## src/rtl/irq_pkg.sv

```systemverilog
// Package irq_pkg
// Holds the opcode width, the three interrupt-control opcode values and the
// decoded opcode class shared by the decoder and the enable state machine.
// Assumes 12-bit instruction words with octal opcode values.
package irq_pkg;
    localparam int OP_W = 12;

    localparam logic [OP_W-1:0] OP_SKDIS = 12'o6000;
    localparam logic [OP_W-1:0] OP_ENDLY = 12'o6001;
    localparam logic [OP_W-1:0] OP_DISNOW = 12'o6002;

    typedef enum logic [1:0] {
        CLS_OTHER = 2'd0,
        CLS_SKDIS = 2'd1,
        CLS_ENDLY = 2'd2,
        CLS_DIS   = 2'd3
    } op_cls_t;
endpackage

```

## src/rtl/irq_op_decode.sv

```systemverilog
// Module irq_op_decode
// Maps a completed instruction's opcode onto the interrupt-control class.
// Purely combinational. Assumes the opcode is meaningful only with the strobe.
module irq_op_decode
    import irq_pkg::*;
(
    input  logic [OP_W-1:0] op_code,
    output op_cls_t         op_cls
);
    // Classify the opcode against the three control values
    always_comb begin
        unique case (op_code)
            OP_SKDIS:  op_cls = CLS_SKDIS;
            OP_ENDLY:  op_cls = CLS_ENDLY;
            OP_DISNOW: op_cls = CLS_DIS;
            default:   op_cls = CLS_OTHER;
        endcase
    end
endmodule

```

## src/rtl/irq_tick_gen.sv

```systemverilog
// Module irq_tick_gen
// Counts completed instructions and raises a sticky tick request once every
// PERIOD completions. The request holds until a clear arrives; a set on the
// same edge as a clear wins. Assumes instr_done is a one-cycle strobe.
module irq_tick_gen #(
    parameter int PERIOD = 1000
) (
    input  logic clk,
    input  logic rst_n,
    input  logic instr_done,
    input  logic tick_clr,
    output logic tick_req
);
    localparam int CNT_W = (PERIOD > 1) ? $clog2(PERIOD) : 1;
    localparam logic [CNT_W-1:0] CNT_LAST = CNT_W'(PERIOD - 1);

    logic [CNT_W-1:0] cnt_q;
    logic             wrap;

    // Detect the completion that closes a period
    always_comb wrap = instr_done && (cnt_q == CNT_LAST);

    // Advance the instruction counter, wrapping at the period
    always_ff @(posedge clk) begin
        if (!rst_n)          cnt_q <= '0;
        else if (wrap)       cnt_q <= '0;
        else if (instr_done) cnt_q <= cnt_q + 1'b1;
    end

    // Hold the tick request until cleared; a new tick beats a clear
    always_ff @(posedge clk) begin
        if (!rst_n)        tick_req <= 1'b0;
        else if (wrap)     tick_req <= 1'b1;
        else if (tick_clr) tick_req <= 1'b0;
    end


    cnt_rng_chk: assert property (@(posedge clk) disable iff (!rst_n)
        cnt_q <= CNT_LAST);


    tick_hold_chk: assert property (@(posedge clk) disable iff (!rst_n)
        (tick_req && !tick_clr) |=> tick_req);
endmodule

```

## src/rtl/irq_enable_fsm.sv

```systemverilog
// Module irq_enable_fsm
// Keeps the enable flag and the pending delayed enable. At each instruction
// strobe it decides the skip and take outcomes, which are registered. Disables
// act at once. An enable matures at the next completed instruction. A take
// clears both bits. Assumes instr_done is a one-cycle strobe.
module irq_enable_fsm
    import irq_pkg::*;
(
    input  logic    clk,
    input  logic    rst_n,
    input  logic    instr_done,
    input  op_cls_t op_cls,
    input  logic    any_req,
    output logic    ien_q,
    output logic    skip_q,
    output logic    take_q
);
    logic pend_q;
    logic dis_op;
    logic en_eff;
    logic take_d;
    logic skip_d;

    // Work out this boundary's disable, effective enable, take and skip
    always_comb begin
        dis_op = instr_done && (op_cls == CLS_SKDIS || op_cls == CLS_DIS);
        en_eff = ien_q || pend_q;
        take_d = instr_done && !dis_op && en_eff && any_req;
        skip_d = instr_done && (op_cls == CLS_SKDIS) && ien_q;
    end

    // Register the skip and take pulses
    always_ff @(posedge clk) begin
        if (!rst_n) begin
            skip_q <= 1'b0;
            take_q <= 1'b0;
        end else begin
            skip_q <= skip_d;
            take_q <= take_d;
        end
    end

    // Update the enable flag and pending enable at instruction boundaries
    always_ff @(posedge clk) begin
        if (!rst_n) begin
            ien_q  <= 1'b0;
            pend_q <= 1'b0;
        end else if (instr_done) begin
            if (dis_op || take_d) begin
                ien_q  <= 1'b0;
                pend_q <= 1'b0;
            end else begin
                if (pend_q) ien_q <= 1'b1;
                pend_q <= (op_cls == CLS_ENDLY);
            end
        end
    end


    skip_dis_chk: assert property (@(posedge clk) disable iff (!rst_n)
        skip_q |-> !ien_q);


    dis_clr_chk: assert property (@(posedge clk) disable iff (!rst_n)
        (instr_done && op_cls == CLS_DIS) |=> (!ien_q && !pend_q));


    late_en_chk: assert property (@(posedge clk) disable iff (!rst_n)
        $rose(ien_q) |-> $past(pend_q && instr_done));


    take_clr_chk: assert property (@(posedge clk) disable iff (!rst_n)
        take_q |-> (!ien_q && !pend_q));


    take_pulse_chk: assert property (@(posedge clk) disable iff (!rst_n)
        take_q |=> !take_q);


    idle_hold_chk: assert property (@(posedge clk) disable iff (!rst_n)
        !instr_done |=> (!take_q && $stable(ien_q)));
endmodule

```

## src/rtl/irq_gate.sv

```systemverilog
// Module irq_gate
// Top of the interrupt enable gate. It decodes the completing opcode, merges
// the instruction-count tick with the two device request levels, and drives
// the enable state machine. Assumes device levels are already synchronous to clk.
module irq_gate
    import irq_pkg::*;
#(
    parameter int TICK_PERIOD = 1000,
    parameter int N_SRC       = 3
) (
    input  logic            clk,
    input  logic            rst_n,
    input  logic            instr_done,
    input  logic [OP_W-1:0] op_code,
    input  logic            tto_rdy,
    input  logic            tti_rdy,
    input  logic            tick_clr,
    output logic            skip,
    output logic            take,
    output logic            ien
);
    op_cls_t          op_cls;
    logic             tick_req;
    logic [N_SRC-1:0] req_vec;
    logic [N_SRC:0]   req_or;
    logic             any_req;

    irq_op_decode u_dec (
        .op_code (op_code),
        .op_cls  (op_cls)
    );

    irq_tick_gen #(.PERIOD(TICK_PERIOD)) u_tick (
        .clk        (clk),
        .rst_n      (rst_n),
        .instr_done (instr_done),
        .tick_clr   (tick_clr),
        .tick_req   (tick_req)
    );

    // Gather the request sources into one vector
    always_comb req_vec = {tti_rdy, tto_rdy, tick_req};

    // Reduce the request sources one stage at a time
    assign req_or[0] = 1'b0;
    for (genvar i = 0; i < N_SRC; i++) begin : g_req
        assign req_or[i+1] = req_or[i] | req_vec[i];
    end
    assign any_req = req_or[N_SRC];

    irq_enable_fsm u_fsm (
        .clk        (clk),
        .rst_n      (rst_n),
        .instr_done (instr_done),
        .op_cls     (op_cls),
        .any_req    (any_req),
        .ien_q      (ien),
        .skip_q     (skip),
        .take_q     (take)
    );
endmodule

```

## config.mk

```make
export PLATFORM = sky130hd
export DESIGN_NAME = irq_gate
export DESIGN_NICKNAME = d
export VERILOG_FILES = /design/src/rtl/irq_pkg.sv /design/src/rtl/irq_op_decode.sv /design/src/rtl/irq_tick_gen.sv /design/src/rtl/irq_enable_fsm.sv /design/src/rtl/irq_gate.sv
export SDC_FILE = /design/constraint.sdc
export NUM_CORES = 1
export LEC_CHECK = 0
export BUFFER_PORTS_ARGS = -buffer_cell sky130_fd_sc_hd__buf_2
export CAP_MARGIN = 0
export CORE_MARGIN = 3
export CORE_UTILIZATION = 44
export DETAILED_ROUTE_END_ITERATION = 10
export PLACE_DENSITY = 0.83
export SLEW_MARGIN = 5
export SYNTH_ARGS = -nofsm -noshare
export SYNTH_HDL_FRONTEND = slang
export SYNTH_SLANG_ARGS = --single-unit
```

## constraint.sdc

```tcl
create_clock -name clk -period 1.46 [get_ports clk]
set_input_delay 0 -clock clk [delete_from_list [all_inputs] [get_ports clk]]
set_output_delay 0 -clock clk [all_outputs]
set_load 0.03 [all_outputs]
```

After elaboration in Yosys (flattened, before gate mapping)
Index checks and enable logic that the tools add are counted.
{ "op_classes": {"addsub": 1, "eq_ne": 7, "muxes": 6, "bitwise": 3, "reduce_logical": 15} }
{ "op_table": {"columns": ["operator", "n"], "rows": [
  ["equality test 12 bit, second input constant", 3],
  ["adder 10 x 1 -> 10 bit, second input constant", 1],
  ["equality test 10 bit, second input constant", 1],
  ["logical AND 1 bit", 7],
  ["one-hot mux 2 bit (3 select lines)", 1],
  ["2-to-1 mux 1 bit", 5],
  ["equality test 2 bit, second input constant", 2],
  ["nonzero test 2 bit", 2],
  ["logical OR 1 bit", 3],
  ["equality test 2 x 1 -> 1 bit, second input constant", 1],
  ["OR 1 bit", 2],
  ["AND reduction 2 bit", 1],
  ["OR reduction 2 bit", 1],
  ["zero test 1 bit", 1],
  ["inverter 1 bit", 1]
]} }
{ "totals": {"ff_bits": 15, "elab_cells": 38} }

Logic depth before layout (Yosys ltp)
Gate-level depths: netlist (run 1).
{ "logic_depth": {"word_depth": 12, "depth_mapped": 4} }

By module
A second synthesis (run 1) with hierarchy kept.
{ "unflattened": {"cells_unflattened": 85, "hier_area_um2": 759.5} }
{ "modules_own_cells": {"columns": ["module", "n_inst", "cells_per_inst", "area_each_um2"], "rows": [
  ["irq_tick_gen", 1, 63, 555.5],
  ["irq_enable_fsm", 1, 15, 145.1],
  ["irq_op_decode", 1, 6, 52.6],
  ["irq_gate", 1, 1, 6.3]
]} }

Worst setup path after synthesis (run 1)
No wires, ideal clock.
{ "synth_timing": {"kind": "flip-flop to flip-flop", "start": "register u_tick.cnt_q[0]", "end": "register u_tick.cnt_q[8]", "setup_ps": 70, "arrival_time_ps": 1366, "t_required_ps": 1390, "slack_ps": 24, "stages_incl_launch_ff": 5, "n_path_buf": 0, "cell_sequence": "dfxtp_1 ha_1 nand4_1 or3_2 a21oi_1"} }
{ "synth_via": {"elab_chain_cells": 3, "word_cells_on_any_way": 4} }
{ "synth_lines": {"columns": ["item", "line_no", "rtl"], "rows": [
  ["start, declared", "irq_tick_gen.sv:17", "logic [CNT_W-1:0] cnt_q;"],
  ["start signal, assigned", "irq_tick_gen.sv:27", "else if (instr_done) cnt_q <= cnt_q + 1'b1;"],
  ["branches (longest 3 deep; another with adder 10 x 1 -> 10 bit)", null, null]
]} }
Parallel ways; which one is timed is not known.
A chain may end at the register's enable or synchronous reset.

Worst setup path in the final report (run 1)
Same ends and word-level chain as after synthesis.

==> results of run 1 <==
[cells by family after synthesis]
group	Yosys count	synth area share [%]
buf+inv	3	1.75
mux	1	1.40
xor+xnor	5	6.14
flops	15	42.1
fa+ha+maj	1	1.75
compound gates	17	16.5
simple gates	33	30.4
[worst max-delay path, delay by kind of cell, from the launching register on]
family	cells	cell delay, ns
and+or+nand+nor	2	0.71
DFF	1	0.34
adders and majority gates	1	0.18
AOI/OAI and AO/OA	1	0.14
[cell usage after synthesis (all sizes together)]
| cell type | instances |
|---|---|
| or3 | 4 |
| nand4 | 6 |
| nor2 | 6 |
| xor2 | 3 |
| o21ai | 5 |
| or2b | 1 |
| ha | 1 |
| nor4 | 1 |
| o32ai | 2 |
| o31ai | 2 |
| buf | 1 |
| dfxtp | 15 |
| nand4b | 1 |
| mux2i | 1 |
| a211oi | 1 |
| nor4bb | 2 |
| nor3 | 2 |
| and4b | 1 |
| or4 | 1 |
| and2 | 1 |
| xnor2 | 2 |
| a21oi | 7 |
| and3b | 1 |
| nand3 | 2 |
| nand2 | 4 |
| inv | 2 |
[state kept, by name (all words and copies together), names as in the netlist]
name	count
u_fsm.pend_q	1
u_fsm.skip_q	1
u_tick.cnt_q	10
u_fsm.take_q	1
u_tick.tick_req	1
u_fsm.ien_q	1
[cells in the final DEF (no fill, tap or decap), types with 2 or more instances in the layout]
master,instances
nand3_1,2
nand4_1,5
clkbuf_4,3
nor3_1,2
inv_1,2
nor4bb_1,2
o32ai_1,2
xor2_1,3
or3_1,2
o21ai_0,5
nand2_1,4
a21oi_1,6
xnor2_1,2
dfxtp_1,13
or3_2,2
buf_4,4
buf_2,20
dfxtp_2,2
nor2_1,6
[power breakdown]
part	internal (mW)	switching [mW]	total, mW
combinational	0.0465	0.0382	0.0847
sequential	0.416	0.00387	0.420
clock	0.106	0.132	0.238
[area by class of cell]
class / count / area share, %
timing repair buffer: 26 / 17.4
inverter: 2 / 0.817
sequential: 15 / 33.0
tap: 15 / 2.04
multi-input combinational: 57 / 43.9
clock buffer: 4 / 2.86
[timing repair]
item                       CTS  global route
hold endpoints to repair     1             0
buffers inserted             0             1
hold buffers                 1             0
gates resized for setup      0             3
setup endpoints to repair    0             2
[metrics by stage]
stage / area (um2) / setup slack [ns] / utilization [%]
4_1_cts: 906 / 0.000485 / 64.0
2_1_floorplan: 713 / 0.0243 / -
3_3_place_gp: 870 / 0.0776 / 61.5
6_report: 918 / 0.0320 / 64.9
3_5_place_dp: 870 / 0.00786 / 61.5
5_1_grt: 918 / -0.00286 / 64.9
[worst paths after layout]
kind / from / to / slack [ns] / depth (start not counted)
worst max-delay path: u_tick.cnt_q[0]$_SDFFE_PP0P_ / u_tick.cnt_q[8]$_SDFFE_PP0P_ / 0.03 / 4
worst min register to register: u_fsm.pend_q$_SDFFE_PN0P_ / u_fsm.pend_q$_SDFFE_PN0P_ / 0.48 / 2
worst min-delay path: op_code[2] / u_fsm.pend_q$_SDFFE_PN0P_ / 0.02 / 4
worst max register to register: u_tick.cnt_q[0]$_SDFFE_PP0P_ / u_tick.cnt_q[8]$_SDFFE_PP0P_ / 0.03 / 4
[metal layers]
layer  wire [um]  up-vias
li1            -      346
met1         635      298
met2         691       12
met3          73        5
met4          18        0
met5           0        -
==> out/metrics.yaml, run 1 <==
outcome: "finished, final reports clean"
max_slew_margin_pct: 77.9
ir_worst_vdd_mv: 0.421
gp_congestion: 0.783
grt_remaining_overflow: 0
maxSlewViolCount: 0
yosysTopAreaCell: "dfxtp_1"
clk_latency_ns: 0.29
ant_nets: 0
drv_cap: 0
worst_slew_pin_slew_ns: 0.328
path_class: "reg -> reg"
slowest_stage: "or3_2"
synth-seq-cells: 15
arrival_ns: 1.65
fillers: 119
dieArea_um2: 2140
dpl.hpwl_um: 1120
synthDistinctLibCells: 30
cts_tree: "done"
path_clk_slew_ns: 0.08
drive_gt1_share_pct: 35.6
grt_usage_pct: 15.4
yosysSeqAreaShare_pct: 42.1
p_leak_nw: 0.366
max_freq_mhz: 700
max_stage_delay_ns: 0.50
timing.hold.ws_ns: 0.0211
final_nets: 124
fin_tns_setup_ns: 0
initial_core_util_pct: 50.4
finalHoldViolCount: 0
cts_buffers: 3
route.detailed.drc: 0
skew_ns: 0.00164
syn_area_um2: 713
startpoint_type: "flip-flop"
path_cells: "ha_2 > nand4_1 > or3_2 > a21oi_1"
cp_max_fo: 4
finalNonFillerCells: 119
cts_root_buf: "clkbuf_4"
grt_pass1_wl_um: 2370
vias: 661
core_um2: 1420
antenna_found_initial: 0
grtUsageMet3_pct: 6.25
synthTopCellsByArea: "dfxtp_1, nand4_1, a21oi_1, xor2_1, o21ai_0"
rows: 13
first_pass_iters: 4
dp_cells: 113
grt_max_degree: 14
gr-usage-met2_pct: 25.5
cts_buffer_depth: 2
clock_sinks: 15
cts_htree_levels: 1
drt-initial-drc-count: 8
hp-class: "in -> reg"
wl_per_cell_um: 11.9
synth_top_area_share_pct: 42.1
setup_viol: 0
syn-num-nets: 94
syn2layout_area_growth_pct: 28.8
fp.dieH_um: 46.3
avgSynthCellArea_um2: 9.51
io-pin-count: 21
grt_pass1_vias: 623
crit_path_end_kind: "flip-flop"
finalPower_uw: 743
fin_crit_sh_pct: 97.8
portBuffers: 20
fin_crit_ns: 1.43
seq_area_um2: 303
grt_use_met1_pct: 16.7
wl_um: 1420
die_w_um: 46.3
antenna_cells: 0
grt.busiest_layer: "met2"
multi_input_area_um2: 403
worst-endpoint-required_ns: 1.69
viasPerCell: 5.55
synthCells: 75
pwr_density_cell_nw_per_um2: 809
ys_warn_count: 0
Note: power is estimated with default switching activity, not from simulation.
==> run 2: changes to the inputs <==
- CORE_ASPECT_RATIO: not set -> 0.6
- CORE_UTILIZATION: 44 -> 25
- HOLD_SLACK_MARGIN: not set -> 0.12
- PLACE_DENSITY: 0.83 -> 0.56
- clock period: 1.46 -> 1.5 ns (I/O delays scaled with it)
==> run 2 against run 1 <==
  * Flip-flop and latch count unchanged
  * Combinational power increased by 26%
  * Clock skew about the same
  * Critical path depth increased by 2
  * Sequential power decreased by 3%
  * Wire length increased by 31%
  * Clock power increased by 40%
==> out/metrics.yaml, run 2 (synthesis results as in run 1) <==
outcome: "finished, final reports clean"
antenna_cells: 0  # unchanged
io-pin-count: 21  # unchanged
setup_viol: 0  # unchanged
final_nets: 135  # +8.9%
path_clk_slew_ns: 0.06  # -0.02 ns
drt-initial-drc-count: 53  # +45
p_leak_nw: 0.428  # +17%
portBuffers: 20  # unchanged
ant_nets: 0  # unchanged
wl_um: 1850  # +31%
maxSlewViolCount: 0  # unchanged
max_freq_mhz: 701
skew_ns: 0.00189  # +0.000250 ns
ir_worst_vdd_mv: 0.356  # -15%
fp.dieH_um: 47.4  # +2.4%
core_um2: 2610  # +84%
syn2layout_area_growth_pct: 51.4
final_common_cell: "buf_2"
pwr_density_cell_nw_per_um2: 786  # -2.8%
dpl.hpwl_um: 1230  # +10%
rows: 14  # +1
grt_remaining_overflow: 0  # unchanged
crit_family: "buffers and inverters"
design_area_um2: 1080  # +18%
largest_register: "u_tick.cnt_q"
crit_top_cell: "dlygate4sd3_1"
max_stage_delay_ns: 0.59  # +0.09 ns
pre_cts_ws_ns: 0.0538  # +0.0460 ns
drive_gt1_share_pct: 35.7  # +0.075 points
cp_max_fo: 2  # -2
hp-class: "in -> reg"
place_area_um2: 906  # +4.2%
fin_crit_sh_pct: 95.2
wl_per_cell_um: 12.6  # +5.8%
drv_cap: 0  # unchanged
cts_tree: "done"
fin_ws_ns: 0.0726  # +0.0406 ns
grt_usage_pct: 10.9  # -4.5 points
gp_congestion: 0.746  # -4.8%
worst-endpoint-required_ns: 1.68  # about the same
startpoint_type: "input pin"
layout_common_cells: "buf_2, dfxtp_1, dlygate4sd3_1"
vias: 715  # +8.2%
worst_slew_pin_slew_ns: 0.299  # -0.0295 ns
path_class: "in -> reg"
crit_path_end_kind: "flip-flop"
antenna_found_initial: 0  # unchanged
cp_num_buf_inv: 3  # +3
arrival_ns: 1.61  # -0.04 ns
route.detailed.drc: 0  # unchanged
first_pass_iters: 4  # unchanged
dieArea_um2: 3550  # +66%
finalHoldViolCount: 0  # unchanged
slowest_stage: "dlygate4sd3_1"
path_cells: "dlygate4sd3_1 > buf_2 > nor2_1 > dlygate4sd3_1 > nand4_1 > a21oi_1"
grt_pass1_vias: 599  # -3.9%
cts_root_buf: "clkbuf_8"
post-route-util_pct: 41.4  # -24 points
initial_core_util_pct: 27.3  # -23 points
cts_buffer_depth: 2  # unchanged
fin_tns_setup_ns: 0  # unchanged
fin_crit_ns: 1.43
cts_htree_levels: 1  # unchanged
grt_max_degree: 14  # unchanged
clock_sinks: 15  # unchanged
die_w_um: 75.0  # +62%
max_slew_margin_pct: 80.0  # +2.1 points
cts_buffers: 3  # unchanged
clk_latency_ns: 0.25  # -0.04 ns
largest_reg_flops: 10  # unchanged
grt_pass1_wl_um: 2770  # +17%
viasPerCell: 4.86  # -12%
run 2: cell types whose count changed in the layout (fill, tap and decap cells not counted), sizes merged:
cell / before / now
clkbuf: 4 / 3
dlygate4sd3: 1 / 10
buf: 25 / 27
clkinv: 0 / 1
run 2: what timing repair did:
item,in CTS,in global routing
endpoints found under the hold margin,5,0
setup endpoints to repair,0,11
setup buffers,0,1
hold buffers,10,0
resized for setup,0,5
run 2: metrics by stage:
stage | power, mW | instances | hold WS (ns)
after floorplan | 0.450 | 75 | 0.122
after global placement | 0.497 | 132 | 0.292
after detailed placement | 0.499 | 132 | 0.284
after CTS | 0.854 | 146 | 0.137
after global routing | 0.888 | 147 | 0.179
final | 0.849 | 147 | 0.135
run 2: final timing paths:
| check | depth (start not counted) | start | to | slack, ns |
|---|---|---|---|---|
| max | 6 | op_code[2] | u_fsm.pend_q$_SDFFE_PN0P_ | 0.07 |
| max reg2reg | 5 | u_tick.cnt_q[1]$_SDFFE_PP0P_ | u_tick.tick_req$_SDFFE_PN0P_ | 0.08 |
| min reg2reg | 2 | u_tick.cnt_q[9]$_SDFFE_PP0P_ | u_tick.cnt_q[9]$_SDFFE_PP0P_ | 0.49 |
| min | 3 | tti_rdy | u_fsm.take_q$_SDFF_PN0_ | 0.13 |
run 2: metal layers:
| metal | vias up | GRT usage [%] | share of wire (%) |
|---|---|---|---|
| met1 | 322 | 15.1 | 48 |
| met5 | - | 0 | 0 |
| met4 | 0 | 3.19 | 1.4 |
| met3 | 2 | 5.77 | 8.3 |
| met2 | 26 | 14.5 | 42 |
| li1 | 365 | - | - |
run 2: worst reg2reg max path: stages, from the launching register on:
cell and delay [ns]:
dfxtp_1 0.34, ha_2 0.18, nand4_1 0.23, buf_4 0.23, o32ai_1 0.24, and2_1 0.15
run 2: cell type report:
cell class	count	area, um2
fill	254	1530
multi-input combinational	57	419
sequential	15	302
timing repair buffer	37	265
clock buffer	3	41.3
tap	32	40.0
inverter	2	7.51
clock inverter	1	5.00
run 2: report_power, final:
group	switching (mW)	internal (mW)	total (mW)
sequential	0.00374	0.405	0.409
combinational	0.0448	0.0625	0.107
clock	0.149	0.184	0.333
==> run 3: changes to the inputs <==
- ABC_AREA: not set -> 1
- PLACE_DENSITY: 0.56 -> 0.55
==> run 3 against run 2 <==
  * Final area is 3.5% lower
  * Clock-buffer cell count stayed put
  * Worst setup slack better by 0.097 ns
  * Wire length is 6.7% lower
  * First-iteration DRC count is 1.9% lower
  * Flip-flop and latch count stayed put
  * Critical path depth stayed put
  * Non-clock buffer count is 13 lower
  * Synthesized area is 14% higher
  * Maximum frequency is 7.3% higher
  * Core utilization is 6.4 points lower
  * Synthesized cell count is 59% higher
  * Critical path type is now reg -> reg
  * Critical endpoint is now u_tick.cnt_q[5]$_SDFFE_PP0P_
==> out/metrics.yaml, run 3 <==
clk_latency_ns: 0.25  # about the same
largest_reg_flops: 10  # unchanged
p_leak_nw: 0.487  # +14%
finalPower_uw: 815  # -4.0%
antenna_cells: 0  # unchanged
syn2layout_area_growth_pct: 28.0
dp_cells: 179  # +36%
drt-initial-drc-count: 52  # -1.9%
synthTopCellsByCount: "nand2_1, inv_1, nor2_1"
avgSynthCellArea_um2: 6.84  # -28%
fin_crit_sh_pct: 88.7  # -6.5 points
grt_remaining_overflow: 0  # unchanged
route.detailed.drc: 0  # unchanged
cp_max_fo: 9  # +7
fp.dieH_um: 50.2  # +6.0%
fin_tns_setup_ns: 0  # unchanged
portBuffers: 20  # unchanged
synthArstFlopShare_pct: 0  # unchanged
vias: 764  # +6.9%
cts_root_buf: "clkbuf_8"
drive_gt1_share_pct: 25.5  # -10 points
post_cts_buffers: 0  # unchanged
grt_pass1_wl_um: 3020  # +8.7%
max_freq_mhz: 752  # +7.3%
cts_htree_levels: 1  # unchanged
final_nets: 165  # +22%
path_clk_slew_ns: 0.06  # about the same
pwr_density_cell_nw_per_um2: 781  # -0.58%
synth-seq-cells: 15  # unchanged
clock_sinks: 15  # unchanged
initial_core_util_pct: 27.3  # -0.029 points
layout_common_cells: "nand2_1, buf_2, nor2_1, inv_1, dfxtp_1"
crit_path_end_kind: "flip-flop"
grt_max_degree: 15  # +1
finalHoldViolCount: 0  # unchanged
grt_usage_pct: 9.70  # -1.2 points
ys.flop_type: "dfxtp_1"
wl_um: 1730  # -6.7%
die_w_um: 79.7  # +6.3%
worst-endpoint-required_ns: 1.64  # -0.04 ns
final_common_cell: "nand2_1"
post-route-util_pct: 34.9  # -6.4 points
finalNonFillerCells: 187  # +27%
synthDistinctLibCells: 22  # -27%
cts_buffer_depth: 2  # unchanged
outcome: "finished, final reports clean"
synth_top_area_share_pct: 36.9  # -5.2 points
ys_warn_count: 0  # unchanged
max_slew_margin_pct: 83.7  # +3.7 points
hp-class: "in -> reg"
yosysSeqAreaShare_pct: 36.9  # -5.2 points
cts_tree: "done"
path_class: "reg -> reg"
grt_pass1_vias: 712  # +19%
synth_edf_count: 0  # unchanged
synthCells: 119  # +59%
gp_congestion: 0.817  # +9.5%
first_pass_iters: 4  # unchanged
startpoint_type: "flip-flop"
dpl.hpwl_um: 1380  # +12%
ir_worst_vdd_mv: 0.234  # -34%
yosysMostFrequentCell: "nand2_1"
largest_register: "u_tick.cnt_q"
drv_cap: 0  # unchanged
skew_ns: 0.00446  # +0.00257 ns
synthTopCellsByArea: "dfxtp_1, nand2_1, inv_1, nor2_1, nand3_1"
core_um2: 2980  # +14%
maxSlewViolCount: 0  # unchanged
syn-num-nets: 138  # +47%
rows: 15  # +1
antenna_found_initial: 0  # unchanged
dieArea_um2: 4000  # +13%
viasPerCell: 4.09  # -16%
fillers: 312  # +23%
grt_setup_unrepaired: "no"
fin_crit_ns: 1.33  # -0.0973 ns
yosysTopAreaCell: "dfxtp_1"
io-pin-count: 21  # unchanged
syn_area_um2: 815  # +14%
worst_slew_pin_slew_ns: 0.245  # -0.0539 ns
ant_nets: 0  # unchanged
cts_buffers: 3  # unchanged
arrival_ns: 1.47  # -0.14 ns
wl_per_cell_um: 9.24  # -27%
setup_viol: 0  # unchanged
## run 3: area by class of cell
class | count | area [um2] | share of cell area (%)
Inverter | 19 | 71.3 | 6.84
Sequential cell | 15 | 300 | 28.8
Clock buffer | 3 | 41.3 | 3.96
Tap cell | 42 | 52.6 | 5.04
Timing Repair Buffer | 24 | 140 | 13.4
Clock inverter | 1 | 5.00 | 0.480
Multi-Input combinational cell | 83 | 432 | 41.4
## run 3: where the power goes
group / internal (mW) / total [mW] / switching [mW]
Clock: 0.184 / 0.334 / 0.150
Sequential: 0.403 / 0.409 / 0.00569
Combinational: 0.0358 / 0.0718 / 0.0360
Total: 0.623 / 0.815 / 0.191
## run 3: worst paths after layout
| path | startpoint | to | slack, ns | cells after the start |
|---|---|---|---|---|
| setup / recovery | u_tick.cnt_q[1]$_SDFFE_PP0P_ | u_tick.cnt_q[5]$_SDFFE_PP0P_ | 0.17 | 6 |
| hold / removal | tti_rdy | u_fsm.ien_q$_SDFFE_PN0P_ | 0.14 | 5 |
| setup reg to reg | u_tick.cnt_q[1]$_SDFFE_PP0P_ | u_tick.cnt_q[5]$_SDFFE_PP0P_ | 0.17 | 6 |
| hold reg to reg | u_tick.tick_req$_SDFFE_PN0P_ | u_tick.tick_req$_SDFFE_PN0P_ | 0.49 | 2 |
## run 3: kinds of logic (layout without fill, tap and decap cells)
kind of cell	count (synthesis)	after routing	share of synthesized area [%]
AOI/OAI and AO/OA	7	7	5.38
xor gates and xnor gates	3	3	3.23
adders and majority gates	1	1	1.54
buffers and inverters	21	47	10.1
DFF	15	15	36.9
and+or+nand+nor	72	72	42.9
## run 3: metrics by stage
step / area, um2 / worst slack (ns) / hold WS [ns]
after floorplan: 815 / 0.325 / 0.170
final: 1040 / 0.170 / 0.137
after global placement: 956 / 0.248 / 0.302
after detailed placement: 956 / 0.200 / 0.273
after global routing: 1040 / 0.0460 / 0.172
after CTS: 1040 / 0.170 / 0.138
## run 3: layer usage
| metal | global-route usage [%] | part of all wire, % | vias to the layer above |
|---|---|---|---|
| met5 | 0 | 0 | - |
| met1 | 12.7 | 51 | 331 |
| met2 | 15.0 | 44 | 10 |
| met3 | 3.76 | 3.8 | 2 |
| li1 | - | - | 421 |
| met4 | 2.57 | 0.58 | 0 |
## run 3: repair_timing
item,CTS,global route
gates resized for setup,0,0
hold buffers,4,0
hold endpoints to repair,6,0
## run 3: worst max-delay path, cell delays in order, from the launching register on
cell,delay [ns]
dfxtp_1,0.39
ha_1,0.21
nand2_2,0.07
nor2_1,0.09
nand3_1,0.14
nand2_2,0.23
nor2_1,0.08
